`config.mk`:
```
export PLATFORM = sky130hd
export DESIGN_NAME = smp_dma_ctrl
export DESIGN_NICKNAME = d
export VERILOG_FILES = /design/src/rtl/smp_dma_ctrl.sv
export SDC_FILE = /design/constraint.sdc
export NUM_CORES = 1
export LEC_CHECK = 0
export ABC_AREA = 1
export ABC_CLOCK_PERIOD_IN_PS = 7600
export BUFFER_PORTS_ARGS = -buffer_cell sky130_fd_sc_hd__buf_2
export CAP_MARGIN = 25
export CELL_PAD_IN_SITES_DETAIL_PLACEMENT = 0
export CELL_PAD_IN_SITES_GLOBAL_PLACEMENT = 1
export CORE_MARGIN = 2
export CORE_UTILIZATION = 30
export CTS_CLUSTER_SIZE = 8
export DETAILED_ROUTE_END_ITERATION = 10
export HOLD_SLACK_MARGIN = 0.06
export MAX_ROUTING_LAYER = met4
export PLACE_DENSITY_LB_ADDON = 0.1
export RECOVER_POWER = 25
export SLEW_MARGIN = 20
export SYNTH_ARGS = -nofsm -noshare
export SYNTH_HDL_FRONTEND = slang
export SYNTH_SLANG_ARGS = --single-unit
```
`constraint.sdc`:
```
create_clock -name clk -period 7.6 [get_ports clk]
set_input_delay 1.14 -clock clk [delete_from_list [all_inputs] [get_ports clk]]
set_output_delay 1.14 -clock clk [all_outputs]
set_load 0.005 [all_outputs]
```
`src/rtl/smp_dma_ctrl.sv`:
```
module smp_dma_ctrl #(
  parameter int AW   = 32,
  parameter int DW   = 32,
  parameter int LW   = 16,
  parameter int STEP = 4
) (
  input  logic          clk,
  input  logic          rst_n,
  input  logic          ctl_wr,
  input  logic [31:0]   ctl_wdata,
  output logic [31:0]   ctl_q,
  input  logic          len_wr,
  input  logic [LW-1:0] len_wdata,
  input  logic [AW-1:0] buf_base,
  input  logic [AW-1:0] stat_base,
  output logic          fifo_clr,
  output logic          fifo_rd,
  input  logic          fifo_empty,
  input  logic [DW-1:0] fifo_data,
  output logic          wr_req,
  output logic [AW-1:0] wr_addr,
  output logic [DW-1:0] wr_data,
  input  logic          wr_ack,
  input  logic          wr_err,
  output logic [1:0]    state,
  output logic          done_flag,
  output logic          busy_flag,
  output logic          err_flag,
  output logic [LW-1:0] words_done
);
  localparam int PADW = DW - 8 - LW;

  typedef enum logic [1:0] {S_IDLE = 2'd0, S_ACT = 2'd1, S_STS = 2'd2, S_ERR = 2'd3} st_t;

  st_t           st;
  logic          en_q, sten_q, clr_q;
  logic [LW-1:0] cnt, len_q;
  logic [AW-1:0] base_q, sbase_q;
  logic          done_q, busy_q, err_q;

  logic soft_rst, hold, beat, last;
  logic [DW-1:0] stat_word;

  assign soft_rst  = ctl_wr & ctl_wdata[17];
  assign hold      = ~en_q & (st == S_IDLE | st == S_ERR);
  assign beat      = wr_req & wr_ack;
  assign last      = (LW'(cnt + 1'b1) == len_q);
  assign stat_word = {err_q, done_q, busy_q, 3'b000, st, {PADW{1'b0}}, cnt};

  assign ctl_q      = {13'd0, sten_q, 1'b0, en_q, 16'd0};
  assign fifo_clr   = clr_q;
  assign wr_req     = (st == S_ACT & ~fifo_empty) | st == S_STS;
  assign wr_addr    = (st == S_STS) ? sbase_q : base_q + AW'(STEP) * AW'(cnt);
  assign wr_data    = (st == S_STS) ? stat_word : fifo_data;
  assign fifo_rd    = st == S_ACT & beat & ~wr_err;
  assign state      = st;
  assign done_flag  = done_q;
  assign busy_flag  = busy_q;
  assign err_flag   = err_q;
  assign words_done = cnt;

  always_ff @(posedge clk or negedge rst_n) begin
    if (!rst_n) begin
      st      <= S_IDLE;
      en_q    <= 1'b0;
      sten_q  <= 1'b0;
      clr_q   <= 1'b0;
      cnt     <= '0;
      len_q   <= '0;
      base_q  <= '0;
      sbase_q <= '0;
      done_q  <= 1'b0;
      busy_q  <= 1'b0;
      err_q   <= 1'b0;
    end else begin
      clr_q <= ctl_wr & ctl_wdata[8];
      if (ctl_wr) begin
        en_q   <= ctl_wdata[16];
        sten_q <= ctl_wdata[18];
      end
      if (soft_rst | hold) begin
        st     <= S_IDLE;
        cnt    <= '0;
        done_q <= 1'b0;
        busy_q <= 1'b0;
        err_q  <= 1'b0;
      end else begin
        case (st)
          S_IDLE: if (len_wr & en_q & |len_wdata) begin
            st      <= S_ACT;
            cnt     <= '0;
            len_q   <= len_wdata;
            base_q  <= buf_base;
            sbase_q <= stat_base;
          end
          S_ACT: begin
            if (len_wr) busy_q <= 1'b1;
            if (beat) begin
              if (wr_err) begin
                st    <= S_ERR;
                err_q <= 1'b1;
              end else begin
                cnt <= LW'(cnt + 1'b1);
                if (last) begin
                  done_q <= 1'b1;
                  st     <= sten_q ? S_STS : S_IDLE;
                end
              end
            end
          end
          S_STS: begin
            if (len_wr) busy_q <= 1'b1;
            if (beat) begin
              if (wr_err) begin
                st    <= S_ERR;
                err_q <= 1'b1;
              end else begin
                st <= S_IDLE;
              end
            end
          end
          default: ;
        endcase
      end
    end
  end
endmodule

```
== After elaboration in Yosys (flattened, before gate mapping) ==
Index checks and enable logic that the tools add are counted.

* Output and inout bits: 120
* Bits in registers: 104
* Input bits: 151

* Bitwise logic cells: 16
* Add/subtract/negate cells: 2
* Eq/ne operators: 10
* Multiplexer cells: 28
* Reduce and logical (&&, ||, !) cells: 17

{| class="wikitable"
|+ Operator list
! operator !! number
|-
| $mux 16 || 4
|-
| $mux 32 || 2
|-
| $add 32x18->32 || 1
|-
| $pmux 16 s2 || 1
|-
| $add 16x1->16 const B || 1
|-
| $eq 16x16->1 || 1
|-
| $mux 2 || 8
|-
| $reduce_or 16->1 || 1
|-
| $mux 1 || 12
|-
| $reduce_bool 2->1 || 6
|-
| $and 1x1->1 || 9
|-
| $ne 3x2->1 const B || 3
|-
| $reduce_and 4->1 || 2
|-
| $pmux 2 s3 || 1
|-
| $reduce_and 3->1 || 2
|-
| $reduce_and 5->1 || 1
|-
| $eq 2x2->1 const B || 2
|-
| $ne 4x3->1 const B || 1
|-
| $not 1->1 || 4
|-
| $reduce_bool 4->1 || 1
|-
| $ne 3x1->1 const B || 1
|-
| $or 1x1->1 || 3
|-
| $reduce_bool 3->1 || 1
|-
| $eq 2x1->1 const B || 1
|-
| other kinds (4) || 4
|}

== Depth between registers and ports, before layout ==
Gate-level depths: netlist of the first run.

* Depth after elaboration: 7
* Mapped depth: 16

== Worst setup path before layout of the first run ==
Ideal clock, no wire load.

* Path kind: reg-to-output
* Start: register cnt[0], in the netlist words_done[0]
* End: output wr_addr[22]
* Path buffers: 0
* Stages on the path, launching flop included: 12
* Arrival time: 2148 ps
* Required time: 6460 ps
* Slack: 4312 ps
* Path through: dfrtp_1 ha_1 fa_1 nand3_1 nand2_1 a21oi_1 inv_1 a21oi_1 nor2_1 or2_1 nand3_1 nand2_1

* Word-level cells in the longest chain between the ends: 2

{| class="wikitable"
|+ Ends and longest elaborated chain
! element !! RTL line !! text
|-
| start: declaration || 37 || <nowiki>logic [LW-1:0] cnt, len_q;</nowiki>
|-
| start signal: assignment || 103 || <nowiki>cnt <= LW'(cnt + 1'b1);</nowiki>
|-
| $add 32x18->32 || 53 || <nowiki>assign wr_addr = (st == S_STS) ? sbase_q : base_q + AW'(STEP) * AW'(cnt);</nowiki>
|-
| $mux 32 || 53 ||
|-
| end: declaration || 21 || <nowiki>output logic [AW-1:0] wr_addr,</nowiki>
|}

Every way passes these cells.

== Worst setup path in the final report of the first run ==
Ends and elaborated chain as after synthesis.

==> results of run 1 <==
-- flip-flops by register name, indices dropped and copies added, names as in the netlist --
register / cells
words_done: 16
err_flag: 1
en_q: 1
sbase_q: 32
done_flag: 1
state: 2
fifo_clr: 1
len_q: 16
base_q: 32
busy_flag: 1
sten_q: 1
-- cells by family (layout without fill, tap and decap cells) --
family	after synthesis	in the layout	synth area share (%)
other cells	1	34	0.05417
mux	67	67	10.88
xor+xnor	11	11	1.392
buf+inv	146	320	10.08
fa+ha+maj	21	21	3.904
compound gates	115	115	8.892
simple gates	431	431	27.20
flops	104	104	37.59
-- area by class of cell --
type | count | area (µm²) | share of cell area [%]
Inverter | 88 | 330.3 | 3.930
Antenna cell | 4 | 10.01 | 0.1191
Clock inverter | 7 | 56.30 | 0.6699
Clock buffer | 9 | 225.2 | 2.680
Multi-Input combinational cell | 675 | 3746 | 44.57
Sequential cell | 104 | 2603 | 30.97
Timing Repair Buffer | 216 | 1077 | 12.82
Tap cell | 285 | 356.6 | 4.243
-- through the flow --
stage,std cells,hold slack (ns)
2_1_floorplan,925,0.4797
3_3_place_gp,1368,0.4882
3_5_place_dp,1368,0.4935
4_1_cts,1384,0.5098
5_1_grt,1388,0.5189
6_report,1388,0.5068
-- critical path, cell delays in order (launching register included) --
cell and delay (ns):
dfrtp_1 0.49, ha_1 0.27, fa_1 0.49, nand3_1 0.13, nand2_1 0.09, a21oi_1 0.23
inv_1 0.14, a21oi_1 0.30, nor2_1 0.17, or2_1 0.23, nand3_1 0.07, nand2_1 0.06
buf_2 0.12
-- cell usage after synthesis, drive strengths merged (6+ instances only) --
cell,instances
nor4,6
nand4,12
clkbuf,12
nor3,11
xnor2,6
nand3b,9
mux2,66
nand2,233
a21oi,44
buf,46
nand3,59
or2,10
nor2,88
ha,20
inv,88
dfrtp,104
o22ai,15
o21ai,47
-- power breakdown --
group	total (mW)	internal [mW]	switching [mW]
Combinational	1.14	0.509	0.628
Clock	0.458	0.226	0.232
Sequential	0.916	0.777	0.139
-- layer usage --
metal / part of all wire [%] / wire, µm / up-vias / global-route usage (%)
li1: - / - / 3287 / -
met5: 0 / 0 / - / -
met2: 44 / 9473 / 172 / 28.34
met1: 50 / 10620 / 2871 / 25.29
met4: 0.79 / 170 / 0 / 2.752
met3: 5.5 / 1177 / 8 / 4.500
-- worst paths after layout --
path	endpoint	slack, ns	cells past startpoint
worst min-delay path	sbase_q[11]$_DFFE_PN0P_	0.51	1
worst min register to register	sbase_q[11]$_DFFE_PN0P_	0.51	1
worst max register to register	sbase_q[5]$_DFFE_PN0P_	4.08	7
max in group asynchronous	sbase_q[9]$_DFFE_PN0P_	3.90	2
worst max-delay path	wr_addr[22]	3.32	12
min in group asynchronous	state[0]$_DFFE_PN0P_	1.72	1
==> flow_summary.yaml, run 1 <==
run:
  max_cap_violations: 1
synth:
  yosysTopAreaCell: "dfrtp_1"
  ys_ff_latch: 104
  async_flop_share_pct: 100.0
  yosysTopAreaCellShare_pct: 37.59
  synthCells: 896
  ys.flop_type: "dfrtp_1"
  synth_cell_types: 40
  yosys-top-cells-area: "dfrtp_1, nand2_1, mux2_2, inv_1, nor2_1"
  yosys_warnings: 0
  seq_area_frac_synth_pct: 37.59
  synth_edf_count: 0
  synth.cell_area_mm2: 0.006923
  postSynthAreaPerCell_um2: 7.726
final_layout:
  final_area_mm2: 0.008404
  fin_util_pct: 37.12
  layout-drive-gt1-share_pct: 28.66
  final_common_cell: "nand2_1"
  final_cell_mix: "nand2_1, buf_2, dfrtp_1, inv_1, nor2_1"
  n_fill_cell: 2481
  syn2layout_area_growth_pct: 21.40
  fin_nets: 1266
cts:
  htree_levels: 3
  clock_sinks: 104
  cts_buffers: 9
  cts_tree: "done"
  cts.clk_slew.worst_paths_ns: 0.08
  hold_buffers: 0
  cts_max_path_buffers: 2
  worst_skew_pair.late_latency_ns: 0.36
  cts-root-buf: "clkbuf_16"
  cts-resized-gates: 0
  postCtsSetupRepairBufs: 0
pwr:
  power_density_mw_per_mm2: 298.9
  p_total_mw: 2.512
  p_leak_nw: 4.329
  ir_worst_vdd_v: 0.0001218
setup_path:
  reg2reg_from: "state[0]$_DFFE_PN0P_"
  cp_max_fo: 6
  startpoint: "words_done[0]$_DFFE_PN0P_"
  cp-end-kind: "output pin"
  crit_type: "reg2out"
  critPathArrivalTime_ns: 3.14
  crit_path_start_kind: "flip-flop"
  required_ns: 6.46
routing:
  wl_um: 21440
  via_per_inst: 4.566
  dr.pass1.iters: 4
  drt_iter0_drc: 317
  routedWlPerCell_um: 15.45
  num_vias: 6338
  antenna_left: 0
  drc: 0
timing:
  finalCritPeriodShare_pct: 56.28
  worst_pin_slew_ns: 2.948
  finalHoldViolCount: 0
  finClkSkew_ns: 0.01165
  finalSetupViolCount: 0
  period_needed_ns: 4.277
  finalMaxSlewViolations: 52
  fin_ws_ns: 3.323
  max_freq_ghz: 0.2338
  rsz0062_at_grt: "false"
  relSlewSlack_pct: -96.55
  tns_ns: 0
global_routing:
  antenna_found_initial: 4
  grt_pass1_vias: 6075
  grt_max_degree: 56
  grt_pass1_wl_um: 33770
  grt.total_usage_pct: 18.45
  globalRouteOverflowTotal: 0
placement:
  place_area_mm2: 0.008129
  finalWeightedCongestion: 0.8466
  portBuffers: 212
  pre_cts_ws_ns: 3.698
  post-dp-hpwl_um: 16530
die:
  die_h_um: 155.9
  dieWidth_um: 155.9
  initial_core_util_pct: 30.58
  dieArea_mm2: 0.02431
  ios: 271
  num_rows: 55
  coreArea_mm2: 0.02264
worst_hold_path:
  holdCritStartpoint: "sbase_q[11]$_DFFE_PN0P_"
  hp-class: "reg2reg"
run_status:
  violations: "max-capacitance violations, max-slew violations"
  outcome: "complete, but fails checks"
No activity file was read; power rests on OpenSTA's default activity.
==> run 2: changes to the inputs <==
--- a/config.mk
+++ b/config.mk
@@ -6,7 +6,7 @@
 export NUM_CORES = 1
 export LEC_CHECK = 0
 export ABC_AREA = 1
-export ABC_CLOCK_PERIOD_IN_PS = 7600
+export ABC_CLOCK_PERIOD_IN_PS = 3800
 export BUFFER_PORTS_ARGS = -buffer_cell sky130_fd_sc_hd__buf_2
 export CAP_MARGIN = 25
 export CELL_PAD_IN_SITES_DETAIL_PLACEMENT = 0
==> constraint.sdc (replaced) <==
create_clock -name clk -period 3.8 [get_ports clk]
set_input_delay 0.57 -clock clk [delete_from_list [all_inputs] [get_ports clk]]
set_output_delay 0.57 -clock clk [all_outputs]
set_load 0.005 [all_outputs]
==> flow_summary.yaml, run 2 (synthesis results as in run 1) <==
run_status:
  outcome: "complete, but fails checks"
  violations: "max-capacitance violations, max-slew violations"
cts:
  htree_levels: 3
  postCtsSetupRepairBufs: 0
  cts-root-buf: "clkbuf_16"
  hold_buffers: 0
  cts_max_path_buffers: 2
  cts_tree: "done"
  worst_skew_pair.late_latency_ns: 0.37
  cts_buffers: 9
  cts.clk_slew.worst_paths_ns: 0.08
  clock_sinks: 104
worst_hold_path:
  hp-class: "in2reg"
  hold_end: "fifo_clr$_DFF_PN0_"
  hold_path_depth: 3
  holdCritStartpoint: "ctl_wdata[8]"
run:
  max_cap_violations: 1
pwr:
  p_total_mw: 5.073
  ir_worst_vdd_v: 0.0002922
  p_leak_nw: 4.399
  power_density_mw_per_mm2: 598.8
setup_path:
  cp-end-kind: "output pin"
  r2r_slack_ns: 1.02
  required_ns: 3.23
  r2r_cells: 7
  cp_slowest_cell: "dfrtp_1"
  cp_max_fo: 6
  critPathArrivalTime_ns: 2.91
  reg2reg_to: "words_done[5]$_DFFE_PN0P_"
  reg2reg_from: "state[0]$_DFFE_PN0P_"
  path_buf_inv: 2
  crit_path_start_kind: "flip-flop"
  crit_type: "reg2out"
  worst_path_largest_cell_delay_ns: 0.48
  crit_chain: "ha_1, fa_1, nand3_1, nand2_1, a21oi_2, inv_1, a21oi_2, nor2_1, or2_1, nand3_1, nand2_1, buf_2"
  crit_family: "adder cells"
routing:
  drt_iter0_drc: 269
  antenna_left: 0
  drc: 0
  num_vias: 6416
  routedWlPerCell_um: 15.45
  via_per_inst: 4.616
  wl_um: 21480
  dr.pass1.iters: 6
final_layout:
  syn2layout_area_growth_pct: 22.39
  fin_nets: 1269
  final_cell_mix: "nand2_1, buf_2, dfrtp_1, inv_1, nor2_1"
  final_common_cell: "nand2_1"
  layout-drive-gt1-share_pct: 29.95
  final_area_mm2: 0.008473
  top_regs: "base_q x32, sbase_q x32"
placement:
  place_area_mm2: 0.008189
  post-dp-hpwl_um: 16610
  finalWeightedCongestion: 0.8655
  portBuffers: 212
global_routing:
  grt_pass1_wl_um: 33860
  met2_usage_pct: 28.19
  grt.total_usage_pct: 18.48
  top_usage_layer: "met2"
  grt.met3_usage_pct: 3.194
  grtUsageMet1_pct: 25.58
  grt_max_degree: 70
  globalRouteOverflowTotal: 0
  antenna_found_initial: 3
  grt_pass1_vias: 6164
timing:
  rsz0062_at_grt: "false"
  period_needed_ns: 3.484
  finalCritPeriodShare_pct: 91.70
  max_freq_ghz: 0.2870
  finalMaxSlewViolations: 60
  relSlewSlack_pct: -8.234
  finalHoldViolCount: 0
  finalSetupViolCount: 0
  tns_ns: 0
  finClkSkew_ns: 0.01459
  worst_pin_slew_ns: 1.624
die:
  initial_core_util_pct: 30.58
  dieWidth_um: 155.9
  num_rows: 55
  coreArea_mm2: 0.02264
  dieArea_mm2: 0.02431
  die_h_um: 155.9
  ios: 271
[run 2: area by class of cell]
cell class                 instances  area, µm²
fill                            2484      14170
multi-input combinational        675       3754
sequential                       104       2603
timing repair buffer             219       1135
tap                              285      356.6
inverter                          88      330.3
clock buffer                       9      225.2
clock inverter                     7      62.56
antenna                            3      7.507
[run 2: how the worst max path moves through the flow]
stage / startpoint / end / slack (ns) / cells after the start
4_1_cts: words_done[0]$_DFFE_PN0P_ / wr_addr[22] / 0.11 / 12
3_3_place_gp: words_done[0]$_DFFE_PN0P_ / wr_addr[22] / 0.51 / 12
5_1_grt: words_done[0]$_DFFE_PN0P_ / wr_addr[22] / 0.08 / 12
6_report: words_done[0]$_DFFE_PN0P_ / wr_addr[22] / 0.32 / 12
3_5_place_dp: words_done[0]$_DFFE_PN0P_ / wr_addr[22] / 0.52 / 12
2_1_floorplan: words_done[0]$_DFFE_PN0P_ / wr_addr[22] / 1.08 / 11
[run 2: worst reg2reg max path: cells and delay by family, from the launching register on]
family	cells	cell delay, ns
AND/OR/NAND/NOR	3	0.90
AO/OA/AOI/OAI	2	0.89
flip-flops	1	0.41
adder cells (fa/ha/maj)	1	0.39
buffers and inverters	1	0.10
[run 2: report_power, final]
group	switching (mW)	leakage, nW	internal [mW]
Combinational	1.26	3.00	1.03
Clock	0.483	0.139	0.459
Sequential	0.284	1.26	1.55
[run 2: metal layers]
metal / vias to the layer above / part of all wire (%) / wire length, µm
li1: 3296 / - / -
met1: 2934 / 49 / 10500
met2: 175 / 45 / 9629
met3: 11 / 5.2 / 1120
met4: 0 / 1.1 / 230
met5: - / 0 / 0
[run 2: timing repair]
item / 4_1_cts / 5_1_grt
hold endpoints to repair: 0 / 0
gates resized for setup: 0 / 2
endpoints found under the setup margin: 0 / 2
[run 2: metrics by stage]
step                      util (%)  setup WS (ns)  hold slack, ns  cells
after floorplan                  -          1.082          0.2744    925
after global placement       36.17         0.5070          0.4880   1371
after detailed placement     36.17         0.5223          0.4926   1371
after CTS                    37.44         0.1059          0.3407   1387
after global routing         37.42        0.08453          0.4037   1390
final                        37.42         0.3155          0.3912   1390
==> run 3: changes to the inputs <==
--- a/config.mk
+++ b/config.mk
@@ -12,7 +12,7 @@
 export CELL_PAD_IN_SITES_DETAIL_PLACEMENT = 0
 export CELL_PAD_IN_SITES_GLOBAL_PLACEMENT = 1
 export CORE_MARGIN = 2
-export CORE_UTILIZATION = 30
+export CORE_UTILIZATION = 32
 export CTS_CLUSTER_SIZE = 8
 export DETAILED_ROUTE_END_ITERATION = 10
 export HOLD_SLACK_MARGIN = 0.06
==> flow_summary.yaml, run 3 (synthesis results as in run 1) <==
pwr:
  p_sw_share_pct: 39.41
  switchingPower_mw: 2.030
  sequentialPowerShare_pct: 35.8
  combPwrFrac_pct: 44.4
  ir_worst_vdd_v: 0.0002658
  p_leak_nw: 4.417
  power_density_mw_per_mm2: 606.4
  intPower_mw: 3.121
  clock_power_share_pct: 19.8
global_routing:
  antenna_found_initial: 5
  grt.total_usage_pct: 19.34
  globalRouteOverflowTotal: 0
  grt_pass1_vias: 6217
  grt_max_degree: 60
  grt_pass1_wl_um: 32890
final_layout:
  final_cell_mix: "nand2_1, buf_2, dfrtp_1, inv_1, nor2_1"
  layout-drive-gt1-share_pct: 29.89
  final_common_cell: "nand2_1"
  fin_nets: 1271
  top_regs: "base_q x32, sbase_q x32"
  syn2layout_area_growth_pct: 22.72
  instances_no_fill: 1384
timing:
  finalMaxSlewViolations: 93
  tns_ns: 0
  worst_pin_slew_ns: 1.780
  finalCritPeriodShare_pct: 93.79
  finalHoldViolCount: 0
  finClkSkew_ns: 0.007282
  finalSetupViolCount: 0
  fin_hold_ws_ns: 0.3949
  relSlewSlack_pct: -18.70
  fin_ws_ns: 0.2360
  period_needed_ns: 3.564
  max_freq_ghz: 0.2806
  rsz0062_at_grt: "false"
routing:
  drt_iter0_drc: 231
  via_per_inst: 4.664
  routedWlPerCell_um: 15.08
  dr.pass1.iters: 4
  antenna_left: 0
  num_vias: 6455
  wl_um: 20870
  drc: 0
cts:
  clock_sinks: 104
  cts_buffers: 9
  postCtsSetupRepairBufs: 0
  hold_buffers: 0
  cts.clk_slew.worst_paths_ns: 0.08
  htree_levels: 3
  worst_skew_pair.late_latency_ns: 0.36
  cts-root-buf: "clkbuf_16"
  cts_max_path_buffers: 2
  cts_tree: "done"
setup_path:
  crit_path_start_kind: "flip-flop"
  critPathArrivalTime_ns: 2.99
  cp-end-kind: "output pin"
  crit_type: "reg2out"
  required_ns: 3.23
  cp_max_fo: 6
placement:
  finalWeightedCongestion: 0.8437
  pre_cts_ws_ns: 0.5361
  dpl.cell_count: 1363
  portBuffers: 212
  post-dp-hpwl_um: 16470
die:
  ios: 271
  die_h_um: 151.1
  dieArea_mm2: 0.02283
  num_rows: 53
  dieWidth_um: 151.1
  initial_core_util_pct: 32.73
  coreArea_mm2: 0.02115
run_status:
  violations: "max-capacitance violations, max-slew violations"
  outcome: "complete, but fails checks"
worst_hold_path:
  hp-class: "in2reg"
run:
  max_cap_violations: 2
[run 3: final cells by class]
class,instances,area [µm²]
repair buffers,221,1136
well taps,275,344.1
inverters,88,330.3
fillers,2335,12660
flip-flops and latches,104,2603
multi-input cells,675,3750
clock inverters,7,95.09
clock buffers,9,225.2
diodes,5,12.51
[run 3: routing by layer]
layer,vias to the layer above,part of all wire (%),global-route usage (%)
met2,173,45,29.77
met4,0,1.4,4.953
met3,19,6.3,4.488
li1,3300,-,-
met1,2963,47,25.83
met5,-,0,-
[run 3: power by group through the flow]
stage,Clock (mW),Sequential (mW),Combinational [mW]
after floorplan,0,1.78,1.57
after global placement,0,1.86,2.32
after detailed placement,0,1.87,2.33
after CTS,1.06,1.85,2.34
after global routing,1.10,1.91,2.62
final,1.02,1.84,2.29
[run 3: critical path, cell delays in order (launching register included)]
cell	delay [ns]
dfrtp_1	0.47
ha_1	0.27
fa_1	0.48
nand3_1	0.13
nand2_1	0.09
a21oi_1	0.24
inv_1	0.14
a21oi_2	0.22
nor2_1	0.12
or2_1	0.22
nand3_1	0.08
nand2_1	0.05
buf_2	0.12
[run 3: worst paths after layout]
| path | cells past startpoint | end | slack, ns | start |
|---|---|---|---|---|
| worst min register to register | 1 | sbase_q[11]$_DFFE_PN0P_ | 0.51 | sbase_q[11]$_DFFE_PN0P_ |
| worst min-delay path | 3 | fifo_clr$_DFF_PN0_ | 0.39 | ctl_wdata[8] |
| max in group asynchronous | 2 | sbase_q[16]$_DFFE_PN0P_ | 0.85 | rst_n |
| worst max register to register | 8 | words_done[14]$_DFFE_PN0P_ | 1.12 | state[0]$_DFFE_PN0P_ |
| min in group asynchronous | 1 | done_flag$_DFFE_PN0P_ | 0.58 | rst_n |
| worst max-delay path | 12 | wr_addr[22] | 0.24 | words_done[0]$_DFFE_PN0P_ |
[run 3: per-stage QoR]
| stage | utilization, % | total power, mW | cell area (µm²) |
|---|---|---|---|
| 2_1_floorplan | - | 3.352 | 7032 |
| 3_3_place_gp | 38.66 | 4.175 | 8179 |
| 3_5_place_dp | 38.66 | 4.198 | 8179 |
| 4_1_cts | 40.18 | 5.246 | 8499 |
| 5_1_grt | 40.16 | 5.634 | 8496 |
| 6_report | 40.16 | 5.152 | 8496 |
[run 3: timing repair]
item,4_1_cts,5_1_grt
resized for setup,0,1
endpoints found under the setup margin,0,1
endpoints found under the hold margin,0,0
